File: src/rtl/i2c_am_pkg.sv
package i2c_am_pkg;
  typedef enum logic [2:0] {
    ST_IDLE,
    ST_HDR,
    ST_EXT,
    ST_DATA,
    ST_SKIP
  } am_state_t;

  localparam int RA_W = 2;
  localparam logic [RA_W-1:0] RA_OWN  = 2'd0;
  localparam logic [RA_W-1:0] RA_CTRL = 2'd1;
  localparam logic [RA_W-1:0] RA_STAT = 2'd2;
  localparam logic [RA_W-1:0] RA_CAP  = 2'd3;
endpackage

File: src/rtl/i2c_am_regs.sv
module i2c_am_regs
  import i2c_am_pkg::*;
#(
  parameter int BYTE_W = 8
) (
  input  logic              clk,
  input  logic              rst,
  input  logic              we,
  input  logic [RA_W-1:0]   waddr,
  input  logic [BYTE_W-1:0] wdata,
  input  logic [RA_W-1:0]   raddr,
  output logic [BYTE_W-1:0] rdata,
  input  logic              st_aas,
  input  logic              st_dir,
  input  logic              st_capv,
  input  logic [BYTE_W-1:0] cap_byte,
  output logic [BYTE_W-1:0] own_addr,
  output logic              ten_bit
);
  localparam int PAD_W = BYTE_W - 3;

  logic [BYTE_W-1:0] rd_mux;

  always_ff @(posedge clk) begin
    if (rst) begin
      own_addr <= '0;
      ten_bit  <= 1'b0;
    end else if (we) begin
      if (waddr == RA_OWN)  own_addr <= wdata;
      if (waddr == RA_CTRL) ten_bit  <= wdata[0];
    end
  end

  always_comb begin
    case (raddr)
      RA_OWN:  rd_mux = own_addr;
      RA_CTRL: rd_mux = {{(BYTE_W-1){1'b0}}, ten_bit};
      RA_STAT: rd_mux = {{PAD_W{1'b0}}, st_capv, st_dir, st_aas};
      default: rd_mux = cap_byte;
    endcase
  end

  always_ff @(posedge clk) begin
    if (rst) rdata <= '0;
    else     rdata <= rd_mux;
  end
endmodule

File: src/rtl/i2c_am_cmp.sv
module i2c_am_cmp #(
  parameter int BYTE_W = 8
) (
  input  logic [BYTE_W-1:0] hdr,
  input  logic [BYTE_W-1:0] own_addr,
  input  logic              ten_bit,
  output logic              hit
);
  logic hit_upper;
  logic hit_full;

  assign hit_upper = (hdr[BYTE_W-1:1] == own_addr[BYTE_W-1:1]);
  assign hit_full  = hit_upper && (hdr[0] == own_addr[0]);
  assign hit       = ten_bit ? hit_full : hit_upper;
endmodule

File: src/rtl/i2c_am_fsm.sv
module i2c_am_fsm
  import i2c_am_pkg::*;
#(
  parameter int BYTE_W = 8
) (
  input  logic              clk,
  input  logic              rst,
  input  logic              ev_start,
  input  logic              ev_rstart,
  input  logic              ev_stop,
  input  logic              ev_byte,
  input  logic [BYTE_W-1:0] rx_byte,
  input  logic              ten_bit,
  input  logic              hit,
  output logic              aas,
  output logic              ack_req,
  output logic              xfer_dir,
  output logic [BYTE_W-1:0] cap_byte,
  output logic              cap_vld
);
  am_state_t state;

  always_ff @(posedge clk) begin
    if (rst) begin
      state    <= ST_IDLE;
      aas      <= 1'b0;
      ack_req  <= 1'b0;
      xfer_dir <= 1'b0;
      cap_byte <= '0;
      cap_vld  <= 1'b0;
    end else begin
      ack_req <= 1'b0;
      if (ev_stop) begin
        state <= ST_IDLE;
        aas   <= 1'b0;
      end else if (ev_start) begin
        state   <= ST_HDR;
        aas     <= 1'b0;
        cap_vld <= 1'b0;
      end else if (ev_rstart) begin
        state <= ST_HDR;
      end else if (ev_byte) begin
        case (state)
          ST_HDR: begin
            aas     <= hit;
            ack_req <= hit;
            if (hit) begin
              xfer_dir <= rx_byte[0];
              state    <= (ten_bit && !rx_byte[0]) ? ST_EXT : ST_DATA;
            end else begin
              state <= ST_SKIP;
            end
          end
          ST_EXT: begin
            cap_byte <= rx_byte;
            cap_vld  <= 1'b1;
            state    <= ST_DATA;
          end
          default: state <= state;
        endcase
      end
    end
  end
endmodule

File: src/rtl/i2c_addr_match.sv
module i2c_addr_match
  import i2c_am_pkg::*;
#(
  parameter int BYTE_W = 8
) (
  input  logic              clk,
  input  logic              rst,
  input  logic              ev_start,
  input  logic              ev_rstart,
  input  logic              ev_stop,
  input  logic              ev_byte,
  input  logic [BYTE_W-1:0] rx_byte,
  input  logic              reg_we,
  input  logic [1:0]        reg_waddr,
  input  logic [BYTE_W-1:0] reg_wdata,
  input  logic [1:0]        reg_raddr,
  output logic [BYTE_W-1:0] reg_rdata,
  output logic              aas,
  output logic              ack_req,
  output logic              xfer_dir
);
  logic [BYTE_W-1:0] own_addr;
  logic              ten_bit;
  logic              hit;
  logic [BYTE_W-1:0] cap_byte;
  logic              cap_vld;

  i2c_am_regs #(.BYTE_W(BYTE_W)) u_regs (
    .clk      (clk),
    .rst      (rst),
    .we       (reg_we),
    .waddr    (reg_waddr),
    .wdata    (reg_wdata),
    .raddr    (reg_raddr),
    .rdata    (reg_rdata),
    .st_aas   (aas),
    .st_dir   (xfer_dir),
    .st_capv  (cap_vld),
    .cap_byte (cap_byte),
    .own_addr (own_addr),
    .ten_bit  (ten_bit)
  );

  i2c_am_cmp #(.BYTE_W(BYTE_W)) u_cmp (
    .hdr      (rx_byte),
    .own_addr (own_addr),
    .ten_bit  (ten_bit),
    .hit      (hit)
  );

  i2c_am_fsm #(.BYTE_W(BYTE_W)) u_fsm (
    .clk       (clk),
    .rst       (rst),
    .ev_start  (ev_start),
    .ev_rstart (ev_rstart),
    .ev_stop   (ev_stop),
    .ev_byte   (ev_byte),
    .rx_byte   (rx_byte),
    .ten_bit   (ten_bit),
    .hit       (hit),
    .aas       (aas),
    .ack_req   (ack_req),
    .xfer_dir  (xfer_dir),
    .cap_byte  (cap_byte),
    .cap_vld   (cap_vld)
  );
endmodule

File: config.mk
export PLATFORM = sky130hd
export DESIGN_NAME = i2c_addr_match
export DESIGN_NICKNAME = d
export VERILOG_FILES = /design/src/rtl/i2c_am_pkg.sv /design/src/rtl/i2c_am_regs.sv /design/src/rtl/i2c_am_cmp.sv /design/src/rtl/i2c_am_fsm.sv /design/src/rtl/i2c_addr_match.sv
export SDC_FILE = /design/constraint.sdc
export NUM_CORES = 1
export LEC_CHECK = 0
export CORE_ASPECT_RATIO = 1.5
export CORE_MARGIN = 4
export CORE_UTILIZATION = 50
export CTS_CLUSTER_DIAMETER = 100
export DETAILED_ROUTE_END_ITERATION = 10
export GPL_TIMING_DRIVEN = 0
export PLACE_DENSITY = 0.93
export SLEW_MARGIN = 20
export SYNTH_ARGS = -nofsm -noshare
export SYNTH_HDL_FRONTEND = slang
export SYNTH_SLANG_ARGS = --single-unit
File: constraint.sdc
create_clock -name clk -period 3.6 [get_ports clk]
set_input_delay 0.36 -clock clk [delete_from_list [all_inputs] [get_ports clk]]
set_output_delay 0.36 -clock clk [all_outputs]
set_load 0.01 [all_outputs]
**Word level (Yosys, flattened, before mapping)**

Cells that the tools add are included.

- Register bits after elaboration: 32
- Input port bits: 27

- Equality and inequality tests: 8
- Multiplexer cells: 12
- Bitwise gates (word level): 5
- Reductions and logical operators: 22

Operators by type and width:

| kind | number |
|---|---|
| $pmux W8 S3 | 1 |
| $mux W1 | 9 |
| $reduce_and A2 Y1 | 4 |
| $eq A7 B7 Y1 | 1 |
| $pmux W3 S2 | 1 |
| $reduce_and A6 Y1 | 1 |
| $reduce_bool A2 Y1 | 3 |
| $reduce_or A6 Y1 | 1 |
| $not A1 Y1 | 5 |
| $reduce_and A5 Y1 | 1 |
| $eq A2 B1 Y1 const B | 2 |
| $logic_not A2 Y1 | 2 |
| $reduce_and A4 Y1 | 1 |
| $reduce_bool A4 Y1 | 1 |
| $reduce_or A4 Y1 | 1 |
| $eq A3 B1 Y1 const B | 1 |
| $eq A3 B2 Y1 const B | 1 |
| $mux W3 | 1 |
| $reduce_and A3 Y1 | 1 |
| $reduce_bool A3 Y1 | 1 |
| $reduce_or A3 Y1 | 1 |
| $eq A2 B2 Y1 const B | 1 |
| $logic_and A1 B1 Y1 | 2 |
| $ne A2 B2 Y1 const B | 1 |
| other kinds (3) | 3 |

**Longest topological paths before layout**

Gate-level depths: netlist of run 1.

- Word-level depth: 8
- Gate-level depth with buffers: 5

**By module**

A second synthesis of run 1 with hierarchy kept.

- Cell total of the unflattened synthesis: 151
- Area total of the unflattened synthesis: 1585.3 µm²

Modules (own cells, without submodules):

| module | times used | cells an instance | area an instance (µm²) |
|---|---|---|---|
| i2c_am_regs | 1 | 72 | 757.0 |
| i2c_am_fsm | 1 | 68 | 734.5 |
| i2c_am_cmp | 1 | 11 | 93.8 |

**Worst setup path before layout of run 1**

Ideal clock, no wire load.

- Path kind: input -> register
- From: input ev_start
- To: register u_fsm.cap_byte[3]
- Arrival: 1315 ps
- Required time: 3472 ps
- Slack: 2158 ps
- Stages: 5
- Path buffers: 1
- Path through: nor2_1 -> or4b_1 -> buf_6 -> mux2i_1 -> nor2_1

- Word-level cells in the longest chain between the ends: 2

Ends and longest elaborated chain:

| item | line | text |
|---|---|---|
| start, declared | i2c_addr_match.sv:8 | `input logic ev_start,` |
| $not A1 Y1 (no line) | n/a |  |
| $reduce_and A5 Y1 (no line) | n/a |  |
| end signal, assigned | i2c_am_fsm.sv:55 | `cap_byte <= rx_byte;` |
| end, declared | i2c_am_fsm.sv:18 | `output logic [BYTE_W-1:0] cap_byte,` |

Every way passes these cells.
A chain may end at the register's enable or synchronous reset.

**Final worst setup path of run 1**

- From: input ev_start
- To: register u_fsm.cap_byte[7]

The elaborated chain is that of the path after synthesis.

==> impl_metrics.sql, run 1 <==
INSERT INTO impl_metrics (metric_group, metric, value, unit) VALUES
('clocking', 'cts_sinks', '32', ''),
('detailed_routing', 'drtPass1Iterations', '4', ''),
('sta', 'timing.final.max_slew_violations', '0', ''),
('clocking', 'post_cts_resized', '0', ''),
('setup_path', 'crit_top_cell', 'sky130_fd_sc_hd__nor2_1', ''),
('synthesis', 'synth-seq-area-share', '47.2', '%'),
('global_route', 'global_route.usage.total', '19.0', '%'),
('final_layout', 'nets', '208', ''),
('clocking', 'cts_hold_buf', '0', ''),
('final_layout', 'mostFrequentLayoutCell', 'sky130_fd_sc_hd__clkdlybuf4s50_1', ''),
('sta', 'tightestPinTransition', '588', 'ps'),
('placement', 'number_of_port_buffers', '37', ''),
('floorplan', 'die_y', '71.8', 'µm'),
('power', 'p_total', '0.000650', 'W'),
('placement', 'post_dp_cell_area', '0.00177', 'mm²'),
('placement', 'dp.final_hpwl', '2310', 'µm'),
('synthesis', 'ys.warnings.count', '0', ''),
('floorplan', 'row_count', '22', ''),
('sta', 'timing.final.crit_share', '48.6', '%'),
('detailed_routing', 'routed-via-count', '1182', ''),
('detailed_routing', 'drt_first_iter_violations', '36', ''),
('final_layout', 'layout_utilization', '72.4', '%'),
('job', 'max_cap_violations', '0', ''),
('setup_path', 'crit_arrival', '1970', 'ps'),
('sta', 'finalHoldViolations', '0', ''),
('synthesis', 'post_synth_num_cell_types', '34', ''),
('detailed_routing', 'route.final.wire_length', '3020', 'µm'),
('floorplan', 'die_area', '0.00363', 'mm²'),
('outcome', 'result_of_the_run', 'finished, final reports clean', ''),
('sta', 'timing.slew.headroom', '60.5', '%'),
('setup_path', 'critPathSlowestCell', 'sky130_fd_sc_hd__or4b_1', ''),
('final_layout', 'drive_gt1_share', '7.14', '%'),
('synthesis', 'synth_fp_nets', '164', ''),
('clocking', 'tritoncts.num_buffers', '5', ''),
('synthesis', 'synth_top_area_share', '47.2', '%'),
('detailed_routing', 'postRouteAntennaNets', '0', ''),
('global_route', 'grt_pass1_wl', '5180', 'µm'),
('setup_path', 'required', '3820', 'ps'),
('sta', 'final.setup_skew', '11.0', 'ps'),
('final_layout', 'layout.cells.most_common_list', 'sky130_fd_sc_hd__clkdlybuf4s50_1 (37), sky130_fd_sc_hd__dfxtp_1 (32), sky130_fd_sc_hd__nor2_1 (30), sky130_fd_sc_hd__mux2i_1 (20), sky130_fd_sc_hd__xnor2_1 (7)', ''),
('setup_path', 'critical-path-max-stage-delay', '490', 'ps'),
('synthesis', 'syn_inst', '137', ''),
('synthesis', 'yosys_register_bits', '32', ''),
('setup_path', 'critical_path.cell_chain', 'clkdlybuf4s50_1 -> nor2_1 -> or4b_1 -> buf_6 -> mux2i_1 -> nor2_1', ''),
('global_route', 'grt_max_degree', '11', ''),
('floorplan', 'dieWidth', '50.5', 'µm'),
('global_route', 'first_global_vias', '1172', ''),
('clocking', 'clock_tree.buffer_depth', '2', ''),
('detailed_routing', 'post_drt_via_cell_ratio', '5.42', ''),
('synthesis', 'post_synth_instance_area', '0.00136', 'mm²'),
('clocking', 'cts.clk_slew.worst_paths', '90', 'ps'),
('clocking', 'cts_post_setup_buffers_inserted', '0', ''),
('sta', 'rsz0062_at_grt', 'false', ''),
('setup_path', 'cp_max_fo', '8', ''),
('clocking', 'clock_latency', '340', 'ps'),
('clocking', 'cts_tree', 'built', ''),
('setup_path', 'critPathLaunchType', 'primary input', ''),
('synthesis', 'synthesis.area_per_instance', '9.91', 'µm²'),
('power', 'max-vdd-ir-drop', '0.259', 'mV'),
('final_layout', 'finish.instance_area', '0.00183', 'mm²'),
('synthesis', 'synth_area_leaders', 'sky130_fd_sc_hd__dfxtp_1 (47%), sky130_fd_sc_hd__mux2i_1 (15%), sky130_fd_sc_hd__nor2_1 (8.3%), sky130_fd_sc_hd__xnor2_1 (4.5%), sky130_fd_sc_hd__a22oi_1 (2.8%)', ''),
('power', 'leakagePower', '0.723', 'nW'),
('clocking', 'root_buffer_master', 'sky130_fd_sc_hd__clkbuf_4', ''),
('clocking', 'clock_tree.htree_level_count', '2', ''),
('setup_path', 'cp-end-kind', 'flop', ''),
('global_route', 'globalRoute.totalOverflow', '0', ''),
('final_layout', 'n_antenna_cell', '0', ''),
('synthesis', 'post_synthesis_cell_type_with_the_largest_combined_area', 'sky130_fd_sc_hd__dfxtp_1', ''),
('power', 'p_per_area', '355', 'mW/mm²'),
('detailed_routing', 'drc_viols', '0', ''),
('floorplan', 'top_level_ports', '38', '');
Yosys cell counts:
cell type / number
sky130_fd_sc_hd__nor3_1: 2
sky130_fd_sc_hd__or4b_1: 1
sky130_fd_sc_hd__a22oi_1: 5
sky130_fd_sc_hd__nand3b_4: 1
sky130_fd_sc_hd__clkbuf_1: 3
sky130_fd_sc_hd__a21oi_1: 2
sky130_fd_sc_hd__nor4_1: 3
sky130_fd_sc_hd__o2bb2ai_1: 1
sky130_fd_sc_hd__nand2b_1: 3
sky130_fd_sc_hd__nand3b_1: 2
sky130_fd_sc_hd__a22o_1: 1
sky130_fd_sc_hd__nor3b_1: 1
sky130_fd_sc_hd__a211oi_1: 1
sky130_fd_sc_hd__or3_1: 1
sky130_fd_sc_hd__xor2_1: 1
sky130_fd_sc_hd__o21ai_0: 1
sky130_fd_sc_hd__and2_1: 2
sky130_fd_sc_hd__nand4b_1: 2
sky130_fd_sc_hd__nor4b_1: 1
sky130_fd_sc_hd__nor2_1: 30
sky130_fd_sc_hd__and4bb_2: 1
sky130_fd_sc_hd__a31oi_1: 1
sky130_fd_sc_hd__buf_6: 1
sky130_fd_sc_hd__nor2b_1: 2
sky130_fd_sc_hd__nand2_1: 3
sky130_fd_sc_hd__dfxtp_1: 32
sky130_fd_sc_hd__buf_1: 1
sky130_fd_sc_hd__xnor2_1: 7
sky130_fd_sc_hd__mux2i_1: 20
sky130_fd_sc_hd__inv_1: 1
sky130_fd_sc_hd__nand3_1: 1
sky130_fd_sc_hd__buf_2: 1
sky130_fd_sc_hd__nand4_1: 1
sky130_fd_sc_hd__mux4_2: 1
sequential cells by signal, indices dropped and copies added, names as in the netlist:
register and flops:
u_fsm.aas 1, u_fsm.ack_req 1, u_fsm.cap_byte 8, u_fsm.cap_vld 1, u_fsm.state 3, u_fsm.xfer_dir 1, u_regs.own_addr 8, u_regs.rdata 8
u_regs.ten_bit 1
power by group:
group	switching (W)	internal [W]	leakage [nW]	total, W
Sequential	0.00000438	0.000359	0.259	0.000363
Combinational	0.0000299	0.0000422	0.426	0.0000722
Clock	0.000122	0.0000928	0.0380	0.000215
Total	0.000157	0.000494	0.723	0.000650
per-stage QoR:
step                hold slack (ps)  std cells  setup slack (ps)
global placement                471        210              1560
floorplan                       454        137              2160
CTS                             512        218              1870
detailed placement              486        210              1500
finish                          508        218              1850
global route                    535        218              1770
routing by layer:
layer | routed length, µm | part of all wire, % | up-vias | GRT usage (%)
met3 | 248 | 8.2 | 9 | 8.11
li1 | - | - | 572 | -
met2 | 1530 | 51 | 46 | 33.0
met5 | 0 | 0 | - | 0
met1 | 1180 | 39 | 555 | 19.0
met4 | 65 | 2.2 | 0 | 9.28
logic make-up (layout without fill, tap and decap cells):
group           count (synthesis)  after routing  share of synthesized area (%)
compound gates                 12             12                           6.18
xor+xnor                        8              8                           5.16
buf+inv                         7             52                           2.58
flops                          32             32                           47.2
mux                            21             21                           16.4
simple gates                   57             57                           22.5
final timing paths:
path                     start  cells after the start  slack, ps                 to
max                   ev_start                      6       1850  u_fsm.cap_byte[7]
min reg2reg  u_fsm.cap_byte[2]                      2        510    u_regs.rdata[2]
max reg2reg     u_fsm.state[2]                      5       2060  u_fsm.cap_byte[7]
min          u_fsm.cap_byte[2]                      2        510    u_regs.rdata[2]
area by class of cell:
cell class	count	area, µm²
buffer	6	31.3
clock buffer	6	51.3
clock inverter	2	10.0
fill	203	698
inverter	1	3.75
multi-input combinational	98	682
sequential	32	641
tap	36	45.0
timing repair buffer	37	370
critical path: cells and delay by family:
kind / cells / cell delay, ps
and+or+nand+nor: 3 / 790
buffers and inverters: 2 / 650
muxes: 1 / 160
(Power assumes the default switching activity.)
==> run 2, diff against run 1 <==
--- a/config.mk
+++ b/config.mk
@@ -7,11 +7,11 @@
 export LEC_CHECK = 0
 export CORE_ASPECT_RATIO = 1.5
 export CORE_MARGIN = 4
-export CORE_UTILIZATION = 50
+export CORE_UTILIZATION = 42
 export CTS_CLUSTER_DIAMETER = 100
 export DETAILED_ROUTE_END_ITERATION = 10
 export GPL_TIMING_DRIVEN = 0
-export PLACE_DENSITY = 0.93
+export PLACE_DENSITY = 0.84
 export SLEW_MARGIN = 20
 export SYNTH_ARGS = -nofsm -noshare
 export SYNTH_HDL_FRONTEND = slang
==> constraint.sdc (replaced) <==
create_clock -name clk -period 1.4 [get_ports clk]
set_input_delay 0.14 -clock clk [delete_from_list [all_inputs] [get_ports clk]]
set_output_delay 0.14 -clock clk [all_outputs]
set_load 0.01 [all_outputs]
==> run 2 against run 1 <==
Effect of this change: the run now ends with negative setup slack left; clock-buffer cell count unchanged; register-to-register slack got worse by 2100 ps; cell area increased by 4.8%; cell count increased by 2.3%; setup slack got worse by 1900 ps; routed wire length increased by 7.0%; power increased to 3.0 times the previous value; hold slack got worse by 190 ps; clock skew decreased by 5.1 ps; largest power group unchanged.
==> impl_metrics.sql, run 2 (synthesis results as in run 1) <==
INSERT INTO impl_metrics (metric_group, metric, value, unit) VALUES
('outcome', 'result_of_the_run', 'finished with violations', ''),
('outcome', 'failed_checks', 'negative setup slack', ''),
('sta', 'setup-violations-final', '9', ''),
('clocking', 'clock_tree.htree_level_count', '2', ''),
('final_layout', 'layout_utilization', '61.5', '%'),
('sta', 'timing.final.max_slew_violations', '0', ''),
('setup_path', 'depth_of_the_most_critical_reg_to_reg_path', '4', ''),
('clocking', 'cts_tree', 'built', ''),
('final_layout', 'multiInputGateArea', '707', 'µm²'),
('global_route', 'globalRoute.totalOverflow', '0', ''),
('setup_path', 'required', '1560', 'ps'),
('final_layout', 'fillers', '255', ''),
('floorplan', 'initial_core_utilization', '43.4', '%'),
('global_route', 'busiest_layer', 'met2', ''),
('setup_path', 'r2r_end', 'u_fsm.cap_byte[6]', ''),
('sta', 'max_freq', '686', 'MHz'),
('final_layout', 'largestRegisters', 'u_fsm.cap_byte x8, u_regs.own_addr x8, u_regs.rdata x8', ''),
('power', 'p_per_area', '1030', 'mW/mm²'),
('global_route', 'grt_antenna_before_repair', '0', ''),
('placement', 'dp.final_hpwl', '2460', 'µm'),
('setup_path', 'cp_max_fo', '8', ''),
('final_layout', 'nets', '209', ''),
('detailed_routing', 'drt_first_iter_violations', '22', ''),
('final_layout', 'n_antenna_cell', '0', ''),
('placement', 'post_dp_cell_area', '0.00178', 'mm²'),
('detailed_routing', 'drtPass1Iterations', '4', ''),
('final_layout', 'layout.cells.most_common_list', 'sky130_fd_sc_hd__clkdlybuf4s50_1 (34), sky130_fd_sc_hd__dfxtp_1 (30), sky130_fd_sc_hd__nor2_1 (29), sky130_fd_sc_hd__mux2i_1 (20), sky130_fd_sc_hd__xnor2_1 (6)', ''),
('setup_path', 'crit_arrival', '1610', 'ps'),
('detailed_routing', 'postRouteAntennaNets', '0', ''),
('global_route', 'grtUsageMet1', '15.9', '%'),
('clocking', 'clock_tree.buffer_depth', '2', ''),
('floorplan', 'die_area', '0.00422', 'mm²'),
('placement', 'dp_worst_setup_slack', '-461', 'ps'),
('floorplan', 'placeableCoreArea', '0.00313', 'mm²'),
('clocking', 'root_buffer_master', 'sky130_fd_sc_hd__clkbuf_8', ''),
('sta', 'tightestPinTransition', '582', 'ps'),
('power', 'comb_power_share', '9.8', '%'),
('job', 'max_cap_violations', '0', ''),
('detailed_routing', 'post_drt_via_cell_ratio', '5.18', ''),
('detailed_routing', 'route.final.wire_length', '3230', 'µm'),
('clocking', 'clock_latency', '280', 'ps'),
('power', 'leakagePower', '0.789', 'nW'),
('final_layout', 'mostFrequentLayoutCell', 'sky130_fd_sc_hd__clkdlybuf4s50_1', ''),
('setup_path', 'critPathLaunchType', 'flop', ''),
('final_layout', 'area_delta_synth_final', '41.7', '%'),
('final_layout', 'finish.instance_area', '0.00192', 'mm²'),
('placement', 'number_of_port_buffers', '37', ''),
('sta', 'timing.final.crit_share', '104', '%'),
('floorplan', 'row_count', '25', ''),
('detailed_routing', 'routed-via-count', '1155', ''),
('power', 'power.sequential.fraction', '47.3', '%'),
('clocking', 'cts.clk_slew.worst_paths', '60', 'ps'),
('final_layout', 'stdcell_count', '223', ''),
('sta', 'rsz0062_at_grt', 'true', ''),
('floorplan', 'top_level_ports', '38', ''),
('clocking', 'tritoncts.num_buffers', '5', ''),
('setup_path', 'path_class', 'reg2reg', ''),
('power', 'switching_power', '0.000415', 'W'),
('global_route', 'grt_pass1_wl', '5050', 'µm'),
('sta', 'finalHoldViolations', '0', ''),
('hold_path', 'min_path_type', 'in2reg', ''),
('sta', 'final.min_clock_period', '1460', 'ps'),
('final_layout', 'drive_gt1_share', '12.0', '%'),
('setup_path', 'crit-reg2reg-launch', 'u_fsm.state[2]', ''),
('global_route', 'met2_usage', '30.1', '%'),
('clocking', 'cts_hold_buf', '0', ''),
('sta', 'fin_ws', '-56.7', 'ps'),
('setup_path', 'cp-end-kind', 'flop', ''),
('sta', 'hold-worst-slack', '316', 'ps'),
('sta', 'final.setup_skew', '5.90', 'ps'),
('global_route', 'globalRouteMet3Util', '4.80', '%'),
('global_route', 'global_route.usage.total', '16.4', '%'),
('floorplan', 'die_y', '77.6', 'µm'),
('power', 'cellInternalPower', '0.00156', 'W'),
('power', 'clockPowerShare', '42.9', '%'),
('placement', 'place_inst', '214', ''),
('placement', 'finalWeightedCongestion', '0.888', ''),
('power', 'max-vdd-ir-drop', '0.835', 'mV'),
('setup_path', 'crit_path_capture', 'u_fsm.cap_byte[6]', ''),
('clocking', 'cts_sinks', '32', ''),
('final_layout', 'ff_latch_area', '643', 'µm²'),
('global_route', 'first_global_vias', '1193', ''),
('global_route', 'grt_max_degree', '11', ''),
('detailed_routing', 'route.detailed.wl_per_inst', '14.5', 'µm'),
('setup_path', 'setup.reg_to_reg.worst_slack', '-60', 'ps'),
('power', 'netSwitchingFraction', '21.0', '%'),
('detailed_routing', 'drc_viols', '0', ''),
('floorplan', 'dieWidth', '54.4', 'µm'),
('sta', 'timing.slew.headroom', '60.8', '%'),
('setup_path', 'critical_path.startpoint', 'u_fsm.state[2]', '');
run 2: changes by cell type in the layout (fill, tap and decap cells not counted), moves of 2 or more:
cell,delta
sky130_fd_sc_hd__buf_4,+2
sky130_fd_sc_hd__dfxtp_1,-2
sky130_fd_sc_hd__clkbuf_4,-5
sky130_fd_sc_hd__dlymetal6s2s_1,+2
sky130_fd_sc_hd__clkdlybuf4s50_1,-3
sky130_fd_sc_hd__clkbuf_8,+4
sky130_fd_sc_hd__dfxtp_2,+2
run 2: final cells by class:
cell class	instances	share of cell area [%]
well taps	40	2.60
plain buffers	5	1.17
clock inverters	2	1.82
flip-flops and latches	32	33.4
multi-input cells	98	36.8
repair buffers	39	20.2
inverters	1	0.195
clock buffers	6	3.77
run 2: metrics by stage:
stage | total power, W | setup TNS, ps
global placement | 0.00114 | -8870
floorplan | 0.00103 | 0
CTS | 0.00200 | -424
finish | 0.00198 | -309
detailed placement | 0.00114 | -9980
global route | 0.00205 | -1110
run 2: what timing repair did:
action	in CTS	in global routing
cloned	0	0
pin swaps	1	0
gates resized for setup	7	5
endpoints found under the setup margin	16	14
buffers inserted	2	0
run 2: how the worst min path moves through the flow:
stage | start | end | slack [ps] | cells past startpoint
floorplan | rx_byte[0] | u_fsm.cap_byte[0] | 280 | 2
CTS | ev_byte | u_fsm.state[1] | 370 | 3
global placement | u_fsm.cap_byte[5] | u_regs.rdata[5] | 470 | 2
finish | ev_rstart | u_fsm.aas | 320 | 3
global route | ev_rstart | u_fsm.aas | 360 | 3
detailed placement | u_fsm.cap_byte[4] | u_fsm.cap_byte[4] | 490 | 2
run 2: worst max-delay path, stage by stage, from the launching register on:
cell and delay [ps]:
sky130_fd_sc_hd__dfxtp_2 320, sky130_fd_sc_hd__nand3b_4 150, sky130_fd_sc_hd__or4b_4 600, sky130_fd_sc_hd__mux2i_1 200
sky130_fd_sc_hd__nor2_1 50
run 2: power groups by stage:
stage	Clock, W	Combinational [W]	Sequential (W)
floorplan	0	0.0000739	0.000952
global placement	0	0.000183	0.000953
detailed placement	0	0.000188	0.000955
CTS	0.000875	0.000192	0.000934
global route	0.000903	0.000208	0.000936
finish	0.000848	0.000194	0.000935
run 2: layer usage:
| layer | routed length (µm) | part of all wire, % | vias up |
|---|---|---|---|
| met5 | 0 | 0 | - |
| met4 | 58 | 1.8 | 0 |
| met3 | 217 | 6.7 | 6 |
| met2 | 1730 | 54 | 35 |
| met1 | 1230 | 38 | 542 |
| li1 | - | - | 572 |
